`config.mk`:
```
export PLATFORM = sky130hd
export DESIGN_NAME = tx_pcm_port
export DESIGN_NICKNAME = d
export VERILOG_FILES = /design/src/rtl/tx_pcm_pkg.sv /design/src/rtl/tx_pcm_sync.sv /design/src/rtl/tx_pcm_edges.sv /design/src/rtl/tx_pcm_ctrl.sv /design/src/rtl/tx_pcm_shreg.sv /design/src/rtl/tx_pcm_port.sv
export SDC_FILE = /design/constraint.sdc
export NUM_CORES = 1
export LEC_CHECK = 0
export ABC_CLOCK_PERIOD_IN_PS = 1700
export BUFFER_PORTS_ARGS = -buffer_cell sky130_fd_sc_hd__buf_2
export CAP_MARGIN = 20
export CORE_MARGIN = 2
export CORE_UTILIZATION = 54
export DETAILED_ROUTE_END_ITERATION = 10
export PLACE_DENSITY = 0.8
export SLEW_MARGIN = 20
export SYNTH_ARGS = -nofsm -noshare
export SYNTH_HDL_FRONTEND = slang
export SYNTH_HIERARCHICAL = 1
export SYNTH_SLANG_ARGS = --single-unit
```
`constraint.sdc`:
```
create_clock -name clk -period 1.7 [get_ports clk]
set_input_delay 0.34 -clock clk [delete_from_list [all_inputs] [get_ports clk]]
set_output_delay 0.34 -clock clk [all_outputs]
set_load 0.05 [all_outputs]
```
`src/rtl/tx_pcm_pkg.sv`:
```
package tx_pcm_pkg;

    typedef enum logic [1:0] {
        PW_ON   = 2'd0,
        PW_OFF  = 2'd1,
        PW_WAKE = 2'd2
    } pw_state_e;

    typedef struct packed {
        logic sync_rise;
        logic en_rise;
        logic shift_rise;
        logic en_lvl;
        logic pd_lvl;
    } port_evt_t;

    localparam int unsigned IN_BITS = 4;

    function automatic logic pw_running(pw_state_e s, logic pd);
        return (s != PW_OFF) && !pd;
    endfunction

    function automatic logic pw_visible(pw_state_e s, logic pd);
        return (s == PW_ON) && !pd;
    endfunction

endpackage

```
`src/rtl/tx_pcm_sync.sv`:
```
module tx_pcm_sync #(
    parameter int unsigned STAGES = 2,
    parameter int unsigned WIDTH  = 4
) (
    input  logic             clk,
    input  logic             rst,
    input  logic [WIDTH-1:0] d_i,
    output logic [WIDTH-1:0] q_o
);

    generate
        if (STAGES == 0) begin : g_bypass
            assign q_o = d_i;
        end else begin : g_chain
            logic [WIDTH-1:0] stg [STAGES];
            always_ff @(posedge clk) begin
                if (rst) begin
                    for (int i = 0; i < int'(STAGES); i++) begin
                        stg[i] <= '0;
                    end
                end else begin
                    stg[0] <= d_i;
                    for (int i = 1; i < int'(STAGES); i++) begin
                        stg[i] <= stg[i-1];
                    end
                end
            end
            assign q_o = stg[STAGES-1];
        end
    endgenerate

endmodule

```
`src/rtl/tx_pcm_edges.sv`:
```
module tx_pcm_edges
    import tx_pcm_pkg::*;
(
    input  logic      clk,
    input  logic      rst,
    input  logic      dclk_s,
    input  logic      en_s,
    input  logic      sync_s,
    input  logic      pd_s,
    output port_evt_t evt_o
);

    logic en_p;
    logic gated_p;
    logic sync_p;
    logic gated;

    assign gated = en_s & dclk_s;

    always_ff @(posedge clk) begin
        if (rst) begin
            en_p    <= 1'b0;
            gated_p <= 1'b0;
            sync_p  <= 1'b0;
        end else begin
            en_p    <= en_s;
            gated_p <= gated;
            sync_p  <= sync_s;
        end
    end

    always_comb begin
        evt_o.sync_rise  = sync_s & ~sync_p;
        evt_o.en_rise    = en_s & ~en_p;
        evt_o.shift_rise = gated & ~gated_p;
        evt_o.en_lvl     = en_s;
        evt_o.pd_lvl     = pd_s;
    end

endmodule

```
`src/rtl/tx_pcm_ctrl.sv`:
```
module tx_pcm_ctrl
    import tx_pcm_pkg::*;
#(
    parameter int unsigned WAKE_SYNCS = 2
) (
    input  logic      clk,
    input  logic      rst,
    input  port_evt_t evt_i,
    output logic      load_o,
    output logic      active_o,
    output logic      oe_o,
    output logic      conv_req_o
);

    localparam int unsigned CNT_W = $clog2(WAKE_SYNCS + 1);
    localparam logic [CNT_W-1:0] CNT_LAST = CNT_W'(WAKE_SYNCS - 1);

    pw_state_e        pw_q;
    logic [CNT_W-1:0] wake_cnt_q;
    logic             armed_q;
    logic             req_q;
    logic             strobe;

    assign active_o   = pw_running(pw_q, evt_i.pd_lvl);
    assign strobe     = active_o & armed_q & evt_i.en_rise;
    assign load_o     = strobe;
    assign oe_o       = evt_i.en_lvl & pw_visible(pw_q, evt_i.pd_lvl);
    assign conv_req_o = req_q;

    always_ff @(posedge clk) begin
        if (rst) begin
            pw_q       <= PW_ON;
            wake_cnt_q <= '0;
        end else if (evt_i.pd_lvl) begin
            pw_q       <= PW_OFF;
            wake_cnt_q <= '0;
        end else begin
            unique case (pw_q)
                PW_OFF: begin
                    pw_q       <= PW_WAKE;
                    wake_cnt_q <= '0;
                end
                PW_WAKE: begin
                    if (evt_i.sync_rise) begin
                        if (wake_cnt_q == CNT_LAST) begin
                            pw_q <= PW_ON;
                        end
                        wake_cnt_q <= wake_cnt_q + 1'b1;
                    end
                end
                default: pw_q <= PW_ON;
            endcase
        end
    end

    always_ff @(posedge clk) begin
        if (rst) begin
            armed_q <= 1'b0;
            req_q   <= 1'b0;
        end else begin
            req_q <= strobe;
            if (!active_o) begin
                armed_q <= 1'b0;
            end else begin
                armed_q <= evt_i.sync_rise | (armed_q & ~strobe);
            end
        end
    end


    pd_noreq_chk: assert property (@(posedge clk) disable iff (rst)
        evt_i.pd_lvl |=> !conv_req_o);


    wake_hiz_chk: assert property (@(posedge clk) disable iff (rst)
        (pw_q == PW_OFF) |=> !oe_o);


    req_pulse_chk: assert property (@(posedge clk) disable iff (rst)
        conv_req_o |=> !conv_req_o);

endmodule

```
`src/rtl/tx_pcm_shreg.sv`:
```
module tx_pcm_shreg #(
    parameter int unsigned WORD_W = 8
) (
    input  logic              clk,
    input  logic              rst,
    input  logic              load_i,
    input  logic              active_i,
    input  logic              shift_i,
    input  logic [WORD_W-1:0] word_i,
    output logic              bit_o
);

    localparam int unsigned MSB = WORD_W - 1;

    logic [WORD_W-1:0] ring_q;
    logic              fresh_q;

    always_ff @(posedge clk) begin
        if (rst) begin
            ring_q  <= '0;
            fresh_q <= 1'b0;
        end else if (load_i) begin
            ring_q  <= word_i;
            fresh_q <= ~shift_i;
        end else if (active_i && shift_i) begin
            if (fresh_q) begin
                fresh_q <= 1'b0;
            end else begin
                ring_q <= {ring_q[MSB-1:0], ring_q[MSB]};
            end
        end
    end

    assign bit_o = ring_q[MSB];


    load_word_chk: assert property (@(posedge clk) disable iff (rst)
        load_i |=> (ring_q == $past(word_i)));


    recirc_chk: assert property (@(posedge clk) disable iff (rst)
        (active_i && shift_i && !load_i) |=>
            ($countones(ring_q) == $countones($past(ring_q))));

endmodule

```
`src/rtl/tx_pcm_port.sv`:
```
module tx_pcm_port
    import tx_pcm_pkg::*;
#(
    parameter int unsigned WORD_W      = 8,
    parameter int unsigned SYNC_STAGES = 2,
    parameter int unsigned WAKE_SYNCS  = 2
) (
    input  logic              clk,
    input  logic              rst,
    input  logic              dclk_i,
    input  logic              txen_i,
    input  logic              msync_i,
    input  logic              pd_i,
    input  logic [WORD_W-1:0] word_i,
    output logic              dout_o,
    output logic              dout_oe_o,
    output logic              conv_req_o
);

    logic [IN_BITS-1:0] raw_in;
    logic [IN_BITS-1:0] syn_in;
    port_evt_t          evt;
    logic               load;
    logic               active;

    assign raw_in = {pd_i, msync_i, txen_i, dclk_i};

    tx_pcm_sync #(
        .STAGES (SYNC_STAGES),
        .WIDTH  (IN_BITS)
    ) u_sync (
        .clk (clk),
        .rst (rst),
        .d_i (raw_in),
        .q_o (syn_in)
    );

    tx_pcm_edges u_edges (
        .clk    (clk),
        .rst    (rst),
        .dclk_s (syn_in[0]),
        .en_s   (syn_in[1]),
        .sync_s (syn_in[2]),
        .pd_s   (syn_in[3]),
        .evt_o  (evt)
    );

    tx_pcm_ctrl #(
        .WAKE_SYNCS (WAKE_SYNCS)
    ) u_ctrl (
        .clk        (clk),
        .rst        (rst),
        .evt_i      (evt),
        .load_o     (load),
        .active_o   (active),
        .oe_o       (dout_oe_o),
        .conv_req_o (conv_req_o)
    );

    tx_pcm_shreg #(
        .WORD_W (WORD_W)
    ) u_shreg (
        .clk      (clk),
        .rst      (rst),
        .load_i   (load),
        .active_i (active),
        .shift_i  (evt.shift_rise),
        .word_i   (word_i),
        .bit_o    (dout_o)
    );


    pd_hold_chk: assert property (@(posedge clk) disable iff (rst)
        evt.pd_lvl |=> $stable(dout_o));

endmodule

```
==> summary by stage, run 1 <==
Worst setup path
The reg2reg setup slack is 0.23 ns. The endpoint required time on the critical path is 1.36 ns. The nature of the critical path startpoint is a flip-flop. The worst register-to-register path ends at u_shreg/ring_q[3]$_SDFFE_PP0P_. Counting cells, the worst reg-to-reg path comes to 6. The endpoint class of the critical path is an output pin.

Data on the critical path arrives at its endpoint at 1.28 ns. The setup path with the least slack is of type flip-flop to output pin. The top fanout value on the critical path is 7. The startpoint of the worst register-to-register path is u_sync/g_chain.stg[0][5]$_SDFF_PP0_.

Worst hold path
The hold path startpoint is msync_i. The number of stages on the worst hold path is 2. The worst min-delay path class is input port to flip-flop. The terminating pin of the worst hold path is u_sync/g_chain.stg[0][2]$_SDFF_PP0_.

Power and ir drop
The cell area power density is 797 mW/mm2. For this design the static power due to leakage is 0.491 nW. The maximum VDD drop is 0.000665 V.

Layout
The number of nets in the finished design is 142. Summing all non-filler instances in the final layout gives an area of 0.00126 mm2. The count of filler cells inserted in the layout is 183.

Summing all flip-flop and latch instances after layout gives 522 um2. The number of antenna cells inserted is 0. From synthesis to final layout, the design area changed by 11.1%. The multi-input combinational cells in the finished layout cover a total of 513 um2. Of the cells placed in the final design, the portion with a size suffix greater than 1 is 0.333.

Placement
The final RePlAce weighted congestion is 0.781. The post-detailed-placement cell area is 0.00122 mm2. The placed wire-length estimate is 1190 um. The number of port buffers is 16.

Outcome
The flow ran to the end, and the final reports show no timing, DRC or antenna violations.

GRT
The number of antenna violations at the first check in global routing is 0. Entering global routing, the biggest net connects 26 pins. The global-route total usage across every layer is 0.152.

The via count of the first global-routing pass is 707. The total global routing overflow is 0. The global-route wire length before repair is 2950 um.

STA
The number of max-slew violations in the final report is 0. Dividing the final minimum period by the clock period gives 0.952. For the final database, setup skew stands at 0.00242 ns.

In this run the tightest slew margin relative to its limit is 0.672. In the final timing run, aggregate negative setup slack is 0 ns. The number of hold-slack violations in the final timing report is 0.

The final setup violation count is 0. The maximum clock rate is 618 MHz. Setup repair after global routing left no endpoint under its margin. For the pin with the worst max-slew slack, the measured transition is 0.492 ns. The clock period minus final worst setup slack is 1.62 ns.

Floorplan
After floorplanning, the core was divided into 16 placement rows. For this configuration, the core starts out at a cell density of 0.578. The die covers 0.00248 mm2. The number of placed I/O pins is 17. The floorplan step set the die height to 49.8 um. The total core area is 0.00196 mm2.

The die is 49.8 um wide.

Clock network
The maximum clock path buffer count is 2. The clock transition at the register clock pins on the worst setup and hold paths after CTS is 0.13 ns. The tree built by TritonCTS fans out to 26 sinks. Buffers inserted during clock tree synthesis total 3. The TritonCTS clock tree is done. The root cell of the clock tree is sky130_fd_sc_hd__clkbuf_4. The clock reaches the later pin of the worst-skew pair after 0.31 ns. The H-tree depth is 1.

Drt
The detailed-route vias per instance is 5.10. The via total after detailed routing is 781. The violation count after the first detailed-routing iteration is 5. The total iterations of the first detailed-routing run is 3.

The remaining antenna violation count after routing is 0. The post-detailed-route DRC marker count is 0. The total detailed-routing wirelength is 1650 um. After detailed routing, the average wire length per cell comes to 10.8 um.

Logic synthesis
The post-synthesis cell type count is 22. When the netlist entered floorplanning its net count stood at 128. Averaged over all synthesized cells, the footprint is 10.0 um2.

By instance count, the leading cell after synthesis is sky130_fd_sc_hd__dfxtp_1. The number of enable-type register cells in the synthesized netlist is 0. The number of warning messages in the yosys log is 6. The library cell with the largest summed area after synthesis is sky130_fd_sc_hd__dfxtp_1. The post-synthesis instance area is 0.00113 mm2. Synthesis inferred 26 register bits. The proportion of synthesized chip area in sequential cells is 0.459. The most frequently used flop master after synthesis is sky130_fd_sc_hd__dfxtp_1. Yosys attributes the largest share of cell area to sky130_fd_sc_hd__dfxtp_1 46%, sky130_fd_sc_hd__a221oi_2 11%, sky130_fd_sc_hd__nor2b_1 8.3%. The portion of synthesized cell area occupied by the leading cell type is 0.459. Sorting the synthesized cells by how often they occur yields 26 x sky130_fd_sc_hd__dfxtp_1, 15 x sky130_fd_sc_hd__nor2b_1, 12 x sky130_fd_sc_hd__nand2_1. For this run, asynchronously set or reset flops after synthesis account for 0.

The number of cells produced by synthesis is 113.

Job
Max-cap violations in this run came to 0.
-- placed cells by master (no fill, tap or decap), drive strengths merged, types with 3 or more instances in the layout --
master,synthesis,layout
a221oi,8,8
clkbuf,1,4
nor2,4,4
nand2,12,12
dfxtp,26,26
a21oi,11,11
buf,9,19
and3b,3,3
nor3,3,3
inv,10,10
nor2b,15,15
-- worst max-delay path: stages, from the launching register on --
cell and delay, ns:
sky130_fd_sc_hd__dfxtp_1 0.33, sky130_fd_sc_hd__buf_4 0.16, sky130_fd_sc_hd__nor4b_4 0.25, sky130_fd_sc_hd__buf_4 0.23
-- cells by family after synthesis --
family	share of synthesized area
fa+ha+maj	0.0110
simple gates	0.212
compound gates	0.212
flops	0.459
buf+inv	0.106
-- metal layers --
metal	wire, um	global-route usage	vias to the layer above	part of all wire
met2	774	0.253	13	0.47
met5	0	0	-	0
met1	800	0.190	358	0.49
li1	-	-	408	-
met3	59	0.0455	2	0.036
met4	12	0.0417	0	0.0073
-- repair_timing --
item | 4_1_cts | 5_1_grt
hold buffers | 0 | 0
gates resized for setup | 0 | 3
setup endpoints to repair | 0 | 7
buffers inserted | 0 | 0
-- layout make-up --
class	instances	area share
repair buffers	19	0.0933
clock buffers	4	0.0288
multi-input cells	67	0.407
flip-flops and latches	26	0.414
well taps	27	0.0268
inverters	10	0.0298
-- flip-flops by register name (all words and copies together), names as in the netlist --
signal and count:
u_shreg/ring_q 8, u_sync/g_chain.stg 8, u_ctrl/pw_q 2, u_ctrl/wake_cnt_q 2
u_ctrl/armed_q 1, u_ctrl/conv_req_o 1, u_edges/en_p 1, u_edges/gated_p 1
u_edges/sync_p 1, u_shreg/fresh_q 1
-- worst max path at each step --
stage                                              startpoint                              to  depth (start not counted)
after floorplan           u_sync/g_chain.stg[0][7]$_SDFF_PP0_                       dout_oe_o                          3
after global placement            u_ctrl/pw_q[1]$_SDFFE_PP0P_  u_shreg/ring_q[3]$_SDFFE_PP0P_                          6
after detailed placement          u_ctrl/pw_q[1]$_SDFFE_PP0P_  u_shreg/ring_q[4]$_SDFFE_PP0P_                          6
after CTS                         u_ctrl/pw_q[0]$_SDFFE_PP0P_                       dout_oe_o                          3
after global routing              u_ctrl/pw_q[0]$_SDFFE_PP0P_                       dout_oe_o                          3
final                             u_ctrl/pw_q[0]$_SDFFE_PP0P_                       dout_oe_o                          3
-- where the power goes --
| group | switching, W | internal (W) |
|---|---|---|
| clock | 0.000173 | 0.000131 |
| combinational | 0.0000361 | 0.0000311 |
| sequential | 0.00000954 | 0.000624 |
| total | 0.000219 | 0.000786 |
-- metrics by stage --
step	util	cells	power [W]	setup WS (ns)	hold slack (ns)
after floorplan	-	113	0.000695	0.170	0.412
after global placement	0.622	149	0.000712	0.235	0.417
after detailed placement	0.622	149	0.000715	0.175	0.429
after CTS	0.640	153	0.00102	0.0124	0.220
after global routing	0.642	153	0.00105	0.0236	0.226
final	0.642	153	0.00100	0.0819	0.226
(Power assumes the default switching activity.)
==> run 2, diff against run 1 <==
PLACE_DENSITY = 0.72   (was 0.8)
==> summary by stage, run 2 (same netlist as run 1, synthesis figures left out) <==
Outcome
The run finished with clean final reports.

Placement
The HPWL after detailed placement is 1170 um. The number of port buffers is 16. The final RePlAce weighted congestion is 0.789.

The number of cells after detailed placement is 149.

Worst setup path
The type of the worst setup path is flip-flop to output pin. The critical path contains buffers and inverters numbering 2 combined. The library cell contributing the largest single delay on the critical path is sky130_fd_sc_hd__dfxtp_1. The worst setup path is captured at an output pin. On the worst path, the slowest cell contributes a delay of 0.33 ns.

In this run the worst path has a maximum fanout of 7. The cell family contributing the most delay on the critical path is buffers and inverters. The endpoint required time on the critical path is 1.36 ns.

STA classifies the critical path startpoint as a flip-flop. STA puts the critical path data arrival time at 1.27 ns. Traced cell by cell, the critical path runs through buf_4 -> nor4b_4 -> buf_6.

Clock network
The maximum clock path buffer count is 2. The clock reaches the later pin of the worst-skew pair after 0.32 ns. The H-tree depth is 1.

For this design, the sink count on the clock tree is 26. The tree is rooted in a sky130_fd_sc_hd__clkbuf_4. The number of buffers created by CTS is 3. The clock transition at the register clock pins on the worst setup and hold paths after CTS is 0.14 ns. TritonCTS built the clock tree.

Floorplan
The total core area is 0.00196 mm2. The initial utilization of the core area, before any placement, comes to 0.578. The die boundary height is 49.8 um. Row generation in the floorplan step produced 16 rows. The chip width is 49.8 um.

The number of placed I/O pins is 17. The floorplan step defined a die boundary enclosing 0.00248 mm2.

Power and ir drop
Of the total power, registers draw 0.565. The maximum VDD drop is 0.000690 V. The total design power is 0.00112 W. The cell leakage power is 0.499 nW. The switching power is 0.000227 W. Cell internal power was estimated by the tool at 0.000894 W. The share of total power dissipated in combinational logic is 0.061.

Of the total power, the share spent switching nets is 0.202. Power spread over the standard cell area amounts to 876 mW/mm2. The share of total power dissipated in the clock network is 0.373.

STA
At the pin with the least slew margin, the transition time is 0.502 ns. The clock period minus final worst setup slack is 1.61 ns. Based on the critical path, the design can be clocked at up to 620 MHz.

The final worst clock skew is 0.00239 ns. Setup repair after global routing left no endpoint under its margin. The worst hold slack is 0.220 ns.

The number of hold-slack violations in the final timing report is 0. Setup violations remaining at the end of the flow were counted as 0. The worst slew margin relative to its limit is 0.665. The final-layout setup total negative slack is 0 ns. The final worst-path cycle share is 0.949. The number of max-slew violations in the final report is 0.

Job
The tool flagged a number of max-cap violations equal to 0.

Drt
In this run the remaining antenna-violating nets after routing total 0. The via total after detailed routing is 759. The detailed-route vias per instance is 4.96.

The first detailed-routing pass ran for 4 iterations. The total detailed-routing wirelength is 1690 um. In this run, the number of DRC markers left after iteration 0 of detailed routing was 7. In the routed design, unresolved DRC markers number 0. In the final routed layout, each cell accounts on average for 11.0 um.

GRT
The first global-routing pass estimated 2920 um of wire. After global routing the overflow that remains totals 0. The global-route total usage across every layer is 0.156. The number of antenna violations at the first check in global routing is 0. The via count of the first global-routing pass is 702. The largest net degree at the start of global routing is 26.

Layout
The filler cells instantiated in the layout total 176. The fraction of final layout cells with drive strength greater than 1 is 0.333. The area of combinational cells with multiple inputs is 513 um2. The number of antenna diodes in the final layout is 0. The number of nets in the finished design is 142. The count of non-filler cells in the finished layout is 153. The most frequent standard cell in the layout excluding fill and tap cells is sky130_fd_sc_hd__dfxtp_1.

The sequential cell area in the final layout is 522 um2. From synthesis to final layout, the design area changed by 12.9%. The largest registers in the layout are u_shreg/ring_q: 8 flops, u_sync/g_chain.stg: 8 flops.

The library cells used most frequently in the layout, excluding fill and tap cells, are 25 x sky130_fd_sc_hd__dfxtp_1, 15 x sky130_fd_sc_hd__buf_2, 15 x sky130_fd_sc_hd__nor2b_1, 12 x sky130_fd_sc_hd__nand2_1, 10 x sky130_fd_sc_hd__inv_1.

Worst hold path
The worst min-delay path class is input port to flip-flop.
[run 2: final timing paths]
kind                                             from                                  end  slack [ns]  cells after the start
setup reg to reg          u_ctrl/pw_q[1]$_SDFFE_PP0P_       u_shreg/ring_q[3]$_SDFFE_PP0P_        0.24                      6
hold reg to reg   u_sync/g_chain.stg[0][1]$_SDFF_PP0_  u_sync/g_chain.stg[0][5]$_SDFF_PP0_        0.46                      1
hold / removal                                   pd_i  u_sync/g_chain.stg[0][3]$_SDFF_PP0_        0.22                      2
setup / recovery          u_ctrl/pw_q[0]$_SDFFE_PP0P_                            dout_oe_o        0.09                      3
[run 2: what timing repair did]
item | in CTS | in global routing
gates resized for setup | 1 | 2
setup endpoints to repair | 1 | 5
buffers inserted | 0 | 0
hold buffers | 0 | 0
cloned | 0 | 0
[run 2: through the flow]
step	setup WS [ns]	utilization	instance area, um2
floorplan	0.170	-	1150
global placement	0.250	0.622	1220
detailed placement	0.177	0.622	1220
CTS	0.0444	0.650	1270
global route	0.0112	0.652	1280
finish	0.0871	0.652	1280
[run 2: power by group through the flow]
| stage | combinational (W) | clock (W) | sequential, W |
|---|---|---|---|
| 3_5_place_dp | 0.0000676 | 0 | 0.000647 |
| 2_1_floorplan | 0.0000504 | 0 | 0.000644 |
| 3_3_place_gp | 0.0000662 | 0 | 0.000646 |
| 5_1_grt | 0.0000763 | 0.000454 | 0.000637 |
| 4_1_cts | 0.0000685 | 0.000434 | 0.000634 |
| 6_report | 0.0000687 | 0.000419 | 0.000634 |
[run 2: worst reg2reg max path, delay by kind of cell, from the launching register on]
family	cells	cell delay, ns
compound gates	2	0.23
buf+inv	1	0.18
flops	1	0.38
simple gates	3	0.55
[run 2: metal layers]
layer  vias to the layer above  GRT usage  part of all wire
met3                         2     0.0364             0.034
li1                        404          -                 -
met2                        13      0.247              0.45
met5                         -          0                 0
met4                         0     0.0833            0.0089
met1                       340      0.196              0.51
[run 2: area by class of cell]
type,count,share of cell area
tap,27,0.0264
multi-input combinational,67,0.401
inverter,10,0.0293
clock inverter,1,0.0235
timing repair buffer,19,0.0948
sequential,26,0.408
clock buffer,3,0.0176
